`src/rtl/seeprom_port_pkg.sv`:
```
package seeprom_port_pkg;
  // Bit positions of the control byte; software depends on these.
  localparam int unsigned BIT_REQ   = 5;
  localparam int unsigned BIT_RDY   = 4;
  localparam int unsigned BIT_CS    = 3;
  localparam int unsigned BIT_SK    = 2;
  localparam int unsigned BIT_DO    = 1;
  localparam int unsigned BIT_DI    = 0;
  localparam int unsigned CTL_WIDTH = 8;

  // Fields the host can write.
  typedef struct packed {
    logic req;
    logic cs;
    logic sk;
    logic dout;
  } ctl_fields_t;

  // Pin levels toward the EEPROM.
  typedef struct packed {
    logic cs;
    logic sk;
    logic dout;
  } ee_pins_t;
endpackage

```
`src/rtl/seeprom_arb.sv`:
```
// Tracks ownership of the shared port for the EEPROM requester.
module seeprom_arb (
  input  logic clk,
  input  logic rst,
  input  logic req_q,       // registered request bit
  input  logic release_now, // write that clears the request
  input  logic port_busy,
  output logic granted_q,
  output logic granted_n,
  output logic grant_pulse
);
  always_comb begin
    if (release_now) begin
      granted_n = 1'b0;
    end else begin
      granted_n = req_q & (granted_q | ~port_busy);
    end
  end

  assign grant_pulse = granted_n & ~granted_q;

  always_ff @(posedge clk) begin
    if (rst) begin
      granted_q <= 1'b0;
    end else begin
      granted_q <= granted_n;
    end
  end
endmodule

```
`src/rtl/seeprom_pace_timer.sv`:
```
// Owns the ready flag: set on grant, dropped and re-armed by writes.
module seeprom_pace_timer #(
  parameter int unsigned DELAY_CYC = 100
) (
  input  logic clk,
  input  logic rst,
  input  logic grant_pulse,
  input  logic restart,
  input  logic clear,
  output logic ready_q
);
  localparam int unsigned CW = (DELAY_CYC > 1) ? $clog2(DELAY_CYC) : 1;
  localparam logic [CW-1:0] LOAD = CW'(DELAY_CYC - 1);

  logic [CW-1:0] cnt_q;
  logic          run_q;

  always_ff @(posedge clk) begin
    if (rst) begin
      ready_q <= 1'b0;
      run_q   <= 1'b0;
      cnt_q   <= '0;
    end else if (clear) begin
      ready_q <= 1'b0;
      run_q   <= 1'b0;
      cnt_q   <= '0;
    end else if (grant_pulse) begin
      ready_q <= 1'b1;
      run_q   <= 1'b0;
      cnt_q   <= '0;
    end else if (restart) begin
      ready_q <= 1'b0;
      run_q   <= 1'b1;
      cnt_q   <= LOAD;
    end else if (run_q) begin
      if (cnt_q == '0) begin
        ready_q <= 1'b1;
        run_q   <= 1'b0;
      end else begin
        cnt_q <= cnt_q - 1'b1;
      end
    end
  end
endmodule

```
`src/rtl/seeprom_pin_drv.sv`:
```
// Registered pin drive, gated by the grant, plus data-in sampling.
module seeprom_pin_drv
  import seeprom_port_pkg::*;
(
  input  logic        clk,
  input  logic        rst,
  input  logic        granted_n,
  input  ctl_fields_t fields_n,
  input  logic        ee_di,
  output ee_pins_t    pins_q,
  output logic        di_q
);
  always_ff @(posedge clk) begin
    if (rst) begin
      pins_q <= '0;
      di_q   <= 1'b0;
    end else begin
      pins_q.cs   <= granted_n & fields_n.cs;
      pins_q.sk   <= granted_n & fields_n.sk;
      pins_q.dout <= granted_n & fields_n.dout;
      di_q        <= granted_n & ee_di;
    end
  end
endmodule

```
`src/rtl/seeprom_port_ctl.sv`:
```
module seeprom_port_ctl
  import seeprom_port_pkg::*;
#(
  parameter int unsigned CLK_PERIOD_PS = 8000,
  parameter int unsigned PACE_NS       = 800
) (
  input  logic                 clk,
  input  logic                 rst,
  input  logic                 wr_en,
  input  logic [CTL_WIDTH-1:0] wr_data,
  output logic [CTL_WIDTH-1:0] rd_data,
  input  logic                 port_busy,
  output logic                 port_req,
  output logic                 ee_cs,
  output logic                 ee_sk,
  output logic                 ee_do,
  input  logic                 ee_di
);
  // Pacing interval in clock cycles, rounded up.
  localparam int unsigned DELAY_CYC_RAW = (PACE_NS * 1000 + CLK_PERIOD_PS - 1) / CLK_PERIOD_PS;
  localparam int unsigned DELAY_CYC     = (DELAY_CYC_RAW < 1) ? 1 : DELAY_CYC_RAW;

  ctl_fields_t fields_q, fields_n;
  ee_pins_t    pins_q;
  logic        granted_q, granted_n, grant_pulse;
  logic        ready_q, di_q;
  logic        release_now, restart;

  always_comb begin
    fields_n = fields_q;
    if (wr_en) begin
      fields_n.req  = wr_data[BIT_REQ];
      fields_n.cs   = wr_data[BIT_CS];
      fields_n.sk   = wr_data[BIT_SK];
      fields_n.dout = wr_data[BIT_DO];
    end
  end

  assign release_now = wr_en & ~wr_data[BIT_REQ];
  assign restart     = wr_en &  wr_data[BIT_REQ] & granted_q;

  always_ff @(posedge clk) begin
    if (rst) begin
      fields_q <= '0;
    end else begin
      fields_q <= fields_n;
    end
  end

  seeprom_arb u_arb (
    .clk         (clk),
    .rst         (rst),
    .req_q       (fields_q.req),
    .release_now (release_now),
    .port_busy   (port_busy),
    .granted_q   (granted_q),
    .granted_n   (granted_n),
    .grant_pulse (grant_pulse)
  );

  seeprom_pace_timer #(.DELAY_CYC(DELAY_CYC)) u_timer (
    .clk         (clk),
    .rst         (rst),
    .grant_pulse (grant_pulse),
    .restart     (restart),
    .clear       (release_now),
    .ready_q     (ready_q)
  );

  seeprom_pin_drv u_pins (
    .clk       (clk),
    .rst       (rst),
    .granted_n (granted_n),
    .fields_n  (fields_n),
    .ee_di     (ee_di),
    .pins_q    (pins_q),
    .di_q      (di_q)
  );

  always_comb begin
    rd_data          = '0;
    rd_data[BIT_REQ] = fields_q.req;
    rd_data[BIT_RDY] = ready_q;
    rd_data[BIT_CS]  = fields_q.cs;
    rd_data[BIT_SK]  = fields_q.sk;
    rd_data[BIT_DO]  = fields_q.dout;
    rd_data[BIT_DI]  = di_q;
  end

  assign port_req = fields_q.req;
  assign ee_cs    = pins_q.cs;
  assign ee_sk    = pins_q.sk;
  assign ee_do    = pins_q.dout;
endmodule

```
`config.mk`:
```
export PLATFORM = sky130hd
export DESIGN_NAME = seeprom_port_ctl
export DESIGN_NICKNAME = d
export VERILOG_FILES = /design/src/rtl/seeprom_port_pkg.sv /design/src/rtl/seeprom_arb.sv /design/src/rtl/seeprom_pace_timer.sv /design/src/rtl/seeprom_pin_drv.sv /design/src/rtl/seeprom_port_ctl.sv
export SDC_FILE = /design/constraint.sdc
export NUM_CORES = 1
export LEC_CHECK = 0
export BUFFER_PORTS_ARGS = -buffer_cell sky130_fd_sc_hd__buf_2
export CAP_MARGIN = 40
export CORE_UTILIZATION = 49
export CTS_CLUSTER_SIZE = 12
export DETAILED_ROUTE_END_ITERATION = 8
export PLACE_DENSITY = 0.72
export SYNTH_ARGS = -nofsm -noshare
export SYNTH_HDL_FRONTEND = slang
export SYNTH_HIERARCHICAL = 1
export SYNTH_SLANG_ARGS = --single-unit
```
`constraint.sdc`:
```
create_clock -name clk -period 2.4 [get_ports clk]
set_input_delay 0.48 -clock clk [delete_from_list [all_inputs] [get_ports clk]]
set_output_delay 0.48 -clock clk [all_outputs]
set_load 0.005 [all_outputs]
```
# Yosys cells after proc, flatten, opt, wreduce, memory -nomap -nowiden
# Index checks and enable logic that the tools add are counted.
[op_classes] addsub=1 eq_ne=1 muxes=12 n_bitwise=14 n_reduce_logical=10
[ops] op="$mux 7" n=3
[ops] op="$and 1x1->1" n=9
[ops] op="$mux 1" n=8
[ops] op="$logic_not 7->1" n=1
[ops] op="$sub 7x1->7 const B" n=1
[ops] op="$reduce_and 2->1" n=3
[ops] op="$reduce_bool 3->1" n=2
[ops] op="$not 1->1" n=4
[ops] op="$reduce_or 4->1" n=1
[ops] op="$mux 3" n=1
[ops] op="$reduce_or 3->1" n=1
[ops] op="$ne 2x2->1 const B" n=1
[ops] op="$reduce_bool 2->1" n=1
[ops] op="$reduce_or 2->1" n=1
[ops] op="$or 1x1->1" n=1
[word_totals] regBits=18 inputBits=13 output_inout_bits=12 word_cells=51

# Logic depth before layout (Yosys ltp)
[logic_depth] ltp_word=7 ltp_mapped=6 depth_no_buf=6

# Modules after synthesis
# Netlist, hierarchy kept.
[modules_own_cells] module="seeprom_pace_timer" n_inst=1 cells_per_inst=51 area_each_um2=457.9 seq_area_each_um2=180.2
[modules_own_cells] module="seeprom_port_ctl" n_inst=1 cells_per_inst=20 area_each_um2=215.2 seq_area_each_um2=80.1
[modules_own_cells] module="seeprom_pin_drv" n_inst=1 cells_per_inst=8 area_each_um2=115.1 seq_area_each_um2=80.1
[modules_own_cells] module="seeprom_arb" n_inst=1 cells_per_inst=6 area_each_um2=65.1 seq_area_each_um2=20.0

# Worst setup path before layout
# OpenSTA, ideal clock, no wires.
[synth_path] path_kind="register to register" startpoint="register u_timer.cnt_q[3]" endpoint="register u_timer.cnt_q[6]" setup_time_ns=0.115 arrival_time_ns=1.620 t_required_ns=2.285 slack_ns=0.664 path_stages_with_launch=5 n_path_buf=1 synth_period_minus_slack_ns=1.736 path_cell_list="dfxtp_1 -> or4_1 -> buf_2 -> or4b_1 -> and3_1"
[synth_between] elab_chain_len=4 elab_cells_between_ends=7 classes_between="1 x add/sub; 1 x eq/ne; 3 x mux; 2 x reduce/logical"
[synth_lines] item="from (decl)" line="seeprom_pace_timer.sv:15" text="logic [CW-1:0] cnt_q;"
[synth_lines] item="from (signal assigned)" line="seeprom_pace_timer.sv:40" text="cnt_q <= cnt_q - 1'b1;"
[synth_lines] item="$sub 7x1->7" line="seeprom_pace_timer.sv:40"
[synth_lines] item="$mux 7" line="seeprom_pace_timer.sv:36" text="if (cnt_q == '0) begin"
[synth_lines] item="$mux 7" line="seeprom_pace_timer.sv:35" text="end else if (run_q) begin"
[synth_lines] item="$mux 7" line="seeprom_pace_timer.sv:31" text="end else if (restart) begin"
# Parallel ways exist; a longest one is shown, timed or not. The select of a mux whose other input is x is not followed.
# A chain may end at the register's enable or synchronous reset.

# Worst setup path after layout
# Same ends and word-level chain as after synthesis.

==> flow_summary.yaml <==
cts:
  hold_buffers: 0
  clk_pin_slew_ps: 110
  cts_resized: 0
  clkLatencyLatePin_ps: 300
  cts_made_buffers: 3
  clockBufferDepth: 2
  post_cts_buffers: 0
  cts-root-buf: "clkbuf_4"
  cts-htree-levels: 1
  cts.sinks: 18
  cts_tree: "done"
sta:
  hold_viol: 0
  fin_tns_setup_ps: 0
  fmax_ghz: 0.546
  drv_slew: 0
  relSlewSlack: 0.625
  skew_ps: 3.21
  rsz0062_at_grt: "no"
  setup_viol: 0
  worst_pin_slew_ps: 558
  post-route-min-period_ps: 1830
  post-route-period-util: 0.764
floorplanning:
  die_w_um: 43.7
  row_count: 14
  fp.coreArea_um2: 1560
  io_pins: 25
  initial_core_util: 0.547
  die_h_um: 43.7
  die-area_um2: 1910
logic_synthesis:
  yosysWarnings: 6
  syn_inst: 85
  synth_fa_ha_area_frac: 0.0293
  synth-simple-area-share: 0.240
  synth_seq_cells: 18
  synth_compound_area_frac: 0.111
  synth_mux_area_frac: 0.0645
  yosysSeqAreaShare: 0.422
  ys_types: 37
  synth-xor-area-share: 0.0513
  synth.avg_cell_area_um2: 10.0
  synth_top_family_by_area: "simple AND/OR/NAND/NOR gates"
  synth_area_um2: 853
power_and_ir_drop:
  p_leak_nw: 0.447
  p_total_mw: 0.544
  power.density_nw_per_um2: 566
  peakVddDrop_v: 0.000346
route:
  highest_layer: "met4"
  dr.pass1.iters: 6
  met3_length_um: 48
  vias: 641
  ant_nets: 0
  drc: 1
  route.met2.wl_um: 668
  drt_iter0_markers: 10
  via_per_inst: 5.43
  wl_per_cell_um: 12.0
  wl_met1_um: 678
  drt_wl_total_mm: 1.41
global_routing:
  grt_pass1_wl_mm: 2.54
  grt_start_max_net_pins: 12
  first_global_vias: 607
  track_usage: 0.181
  gr-total-overflow: 0
  antenna_found_initial: 0
worst_setup_path:
  required_ps: 2610
  crit_arrival_ps: 2040
  criticalPathCategory: "reg2reg"
  worstPathMaxFanout: 7
  start_kind: "flop"
  r2r_setup_slack_ps: 570
  endpoint_kind: "flop"
cells_and_area:
  fill_cells: 144
  layout.nets: 118
  drive_above_1_share: 0.324
  synthToLayoutAreaGrowth_pct: 12.6
  antennaDiodeCount: 0
job:
  cap_violations: 0
min_path:
  hold_class: "in2reg"
placement:
  dp_hpwl_mm: 1.07
  globalplace.congestion: 0.775
  port-buffer-count: 18
outcome:
  status: "complete, but fails checks"
  violations: "design-rule violations"
[cells by family (layout without fill, tap and decap cells)]
family | after synthesis | count (layout)
other | 1 | 2
AND/OR/NAND/NOR | 29 | 29
adder cells (fa/ha/maj) | 2 | 2
XOR/XNOR | 5 | 5
buffers and inverters | 12 | 28
multiplexers | 5 | 5
AO/OA/AOI/OAI | 13 | 13
flip-flops | 18 | 18
[per-layer routing]
| metal | GRT usage | up-vias |
|---|---|---|
| met3 | 0.0375 | 2 |
| met5 | 0 | - |
| met1 | 0.228 | 304 |
| met4 | 0.0938 | 0 |
| met2 | 0.293 | 15 |
| li1 | - | 320 |
[cell usage after synthesis (all sizes together)]
master,n,area [um2]
o21ai,4,23.8
nor2b,2,20.0
nand2b,2,20.0
and3b,4,35.0
inv,6,22.5
o2111ai,1,8.76
ha,2,25.0
mux2,4,45.0
a21oi,1,5.00
dfxtp,18,360
and3,2,12.5
nand2,1,3.75
xor2,4,35.0
a21boi,3,22.5
xnor2,1,8.76
nor3b,1,7.51
o211ai,1,7.51
nor2,5,18.8
a211oi,2,20.0
o21a,1,7.51
nand3,1,5.00
or4b,1,10.0
nor4b,1,8.76
buf,6,42.5
or4,1,7.51
and2b,3,22.5
conb,1,3.75
or3b,1,8.76
mux2i,1,10.0
nor3,4,25.0
[registers in the layout, summed over array words and instances, names as in the netlist]
| register | count |
|---|---|
| port_req | 1 |
| u_pins/pins_q | 3 |
| rd_data | 3 |
| u_timer/cnt_q | 7 |
| u_timer/ready_q | 1 |
| u_pins/di_q | 1 |
| u_timer/run_q | 1 |
| u_arb/granted_q | 1 |
[where the power goes]
group          switching, mW  total, mW  internal [mW]
registers            0.00362      0.308          0.305
logic                 0.0201     0.0435         0.0234
clock network         0.0998      0.192         0.0926
total                  0.124      0.544          0.421
[metrics by stage]
step | cells | hold WS [ps] | instance area, um2 | setup WS (ps) | utilization
floorplan | 86 | 463 | 857 | 664 | -
finish | 118 | 394 | 961 | 567 | 0.616
global route | 118 | 412 | 961 | 450 | 0.616
global placement | 114 | 477 | 925 | 477 | 0.593
CTS | 118 | 391 | 961 | 565 | 0.616
detailed placement | 114 | 479 | 925 | 408 | 0.593
[worst max-delay path, stage by stage, from the launching register on]
cell and delay, ps:
dfxtp_1 350, or4_1 670, or4b_1 540, and3_1 180
[layout make-up]
cell class,count,area [um2],area share
clock buffers,4,36.3,0.0378
repair buffers,18,90.1,0.0937
well taps,16,20.0,0.0208
inverters,6,22.5,0.0234
flip-flops and latches,18,360,0.375
multi-input cells,56,432,0.449
[cell usage in the layout (no fill, tap or decap), types with 2 or more instances in the layout]
master,netlist,final
xor2_1,4,4
nor2_1,5,5
and3b_1,4,4
inv_1,5,5
a21boi_0,3,3
mux2_2,4,4
ha_1,2,2
buf_2,1,18
dfxtp_1,18,18
nor3_1,3,3
o21ai_0,3,3
conb_1,1,2
and2b_1,3,3
and3_1,2,2
clkbuf_4,0,3
[worst paths after layout]
check                         from          endpoint  depth (start not counted)
hold / removal           port_busy   u_arb/granted_q                          2
setup reg to reg  u_timer/cnt_q[3]  u_timer/cnt_q[6]                          3
setup / recovery  u_timer/cnt_q[3]  u_timer/cnt_q[6]                          3
hold reg to reg    u_arb/granted_q   u_arb/granted_q                          2
Power figures use the tool's default switching activity.
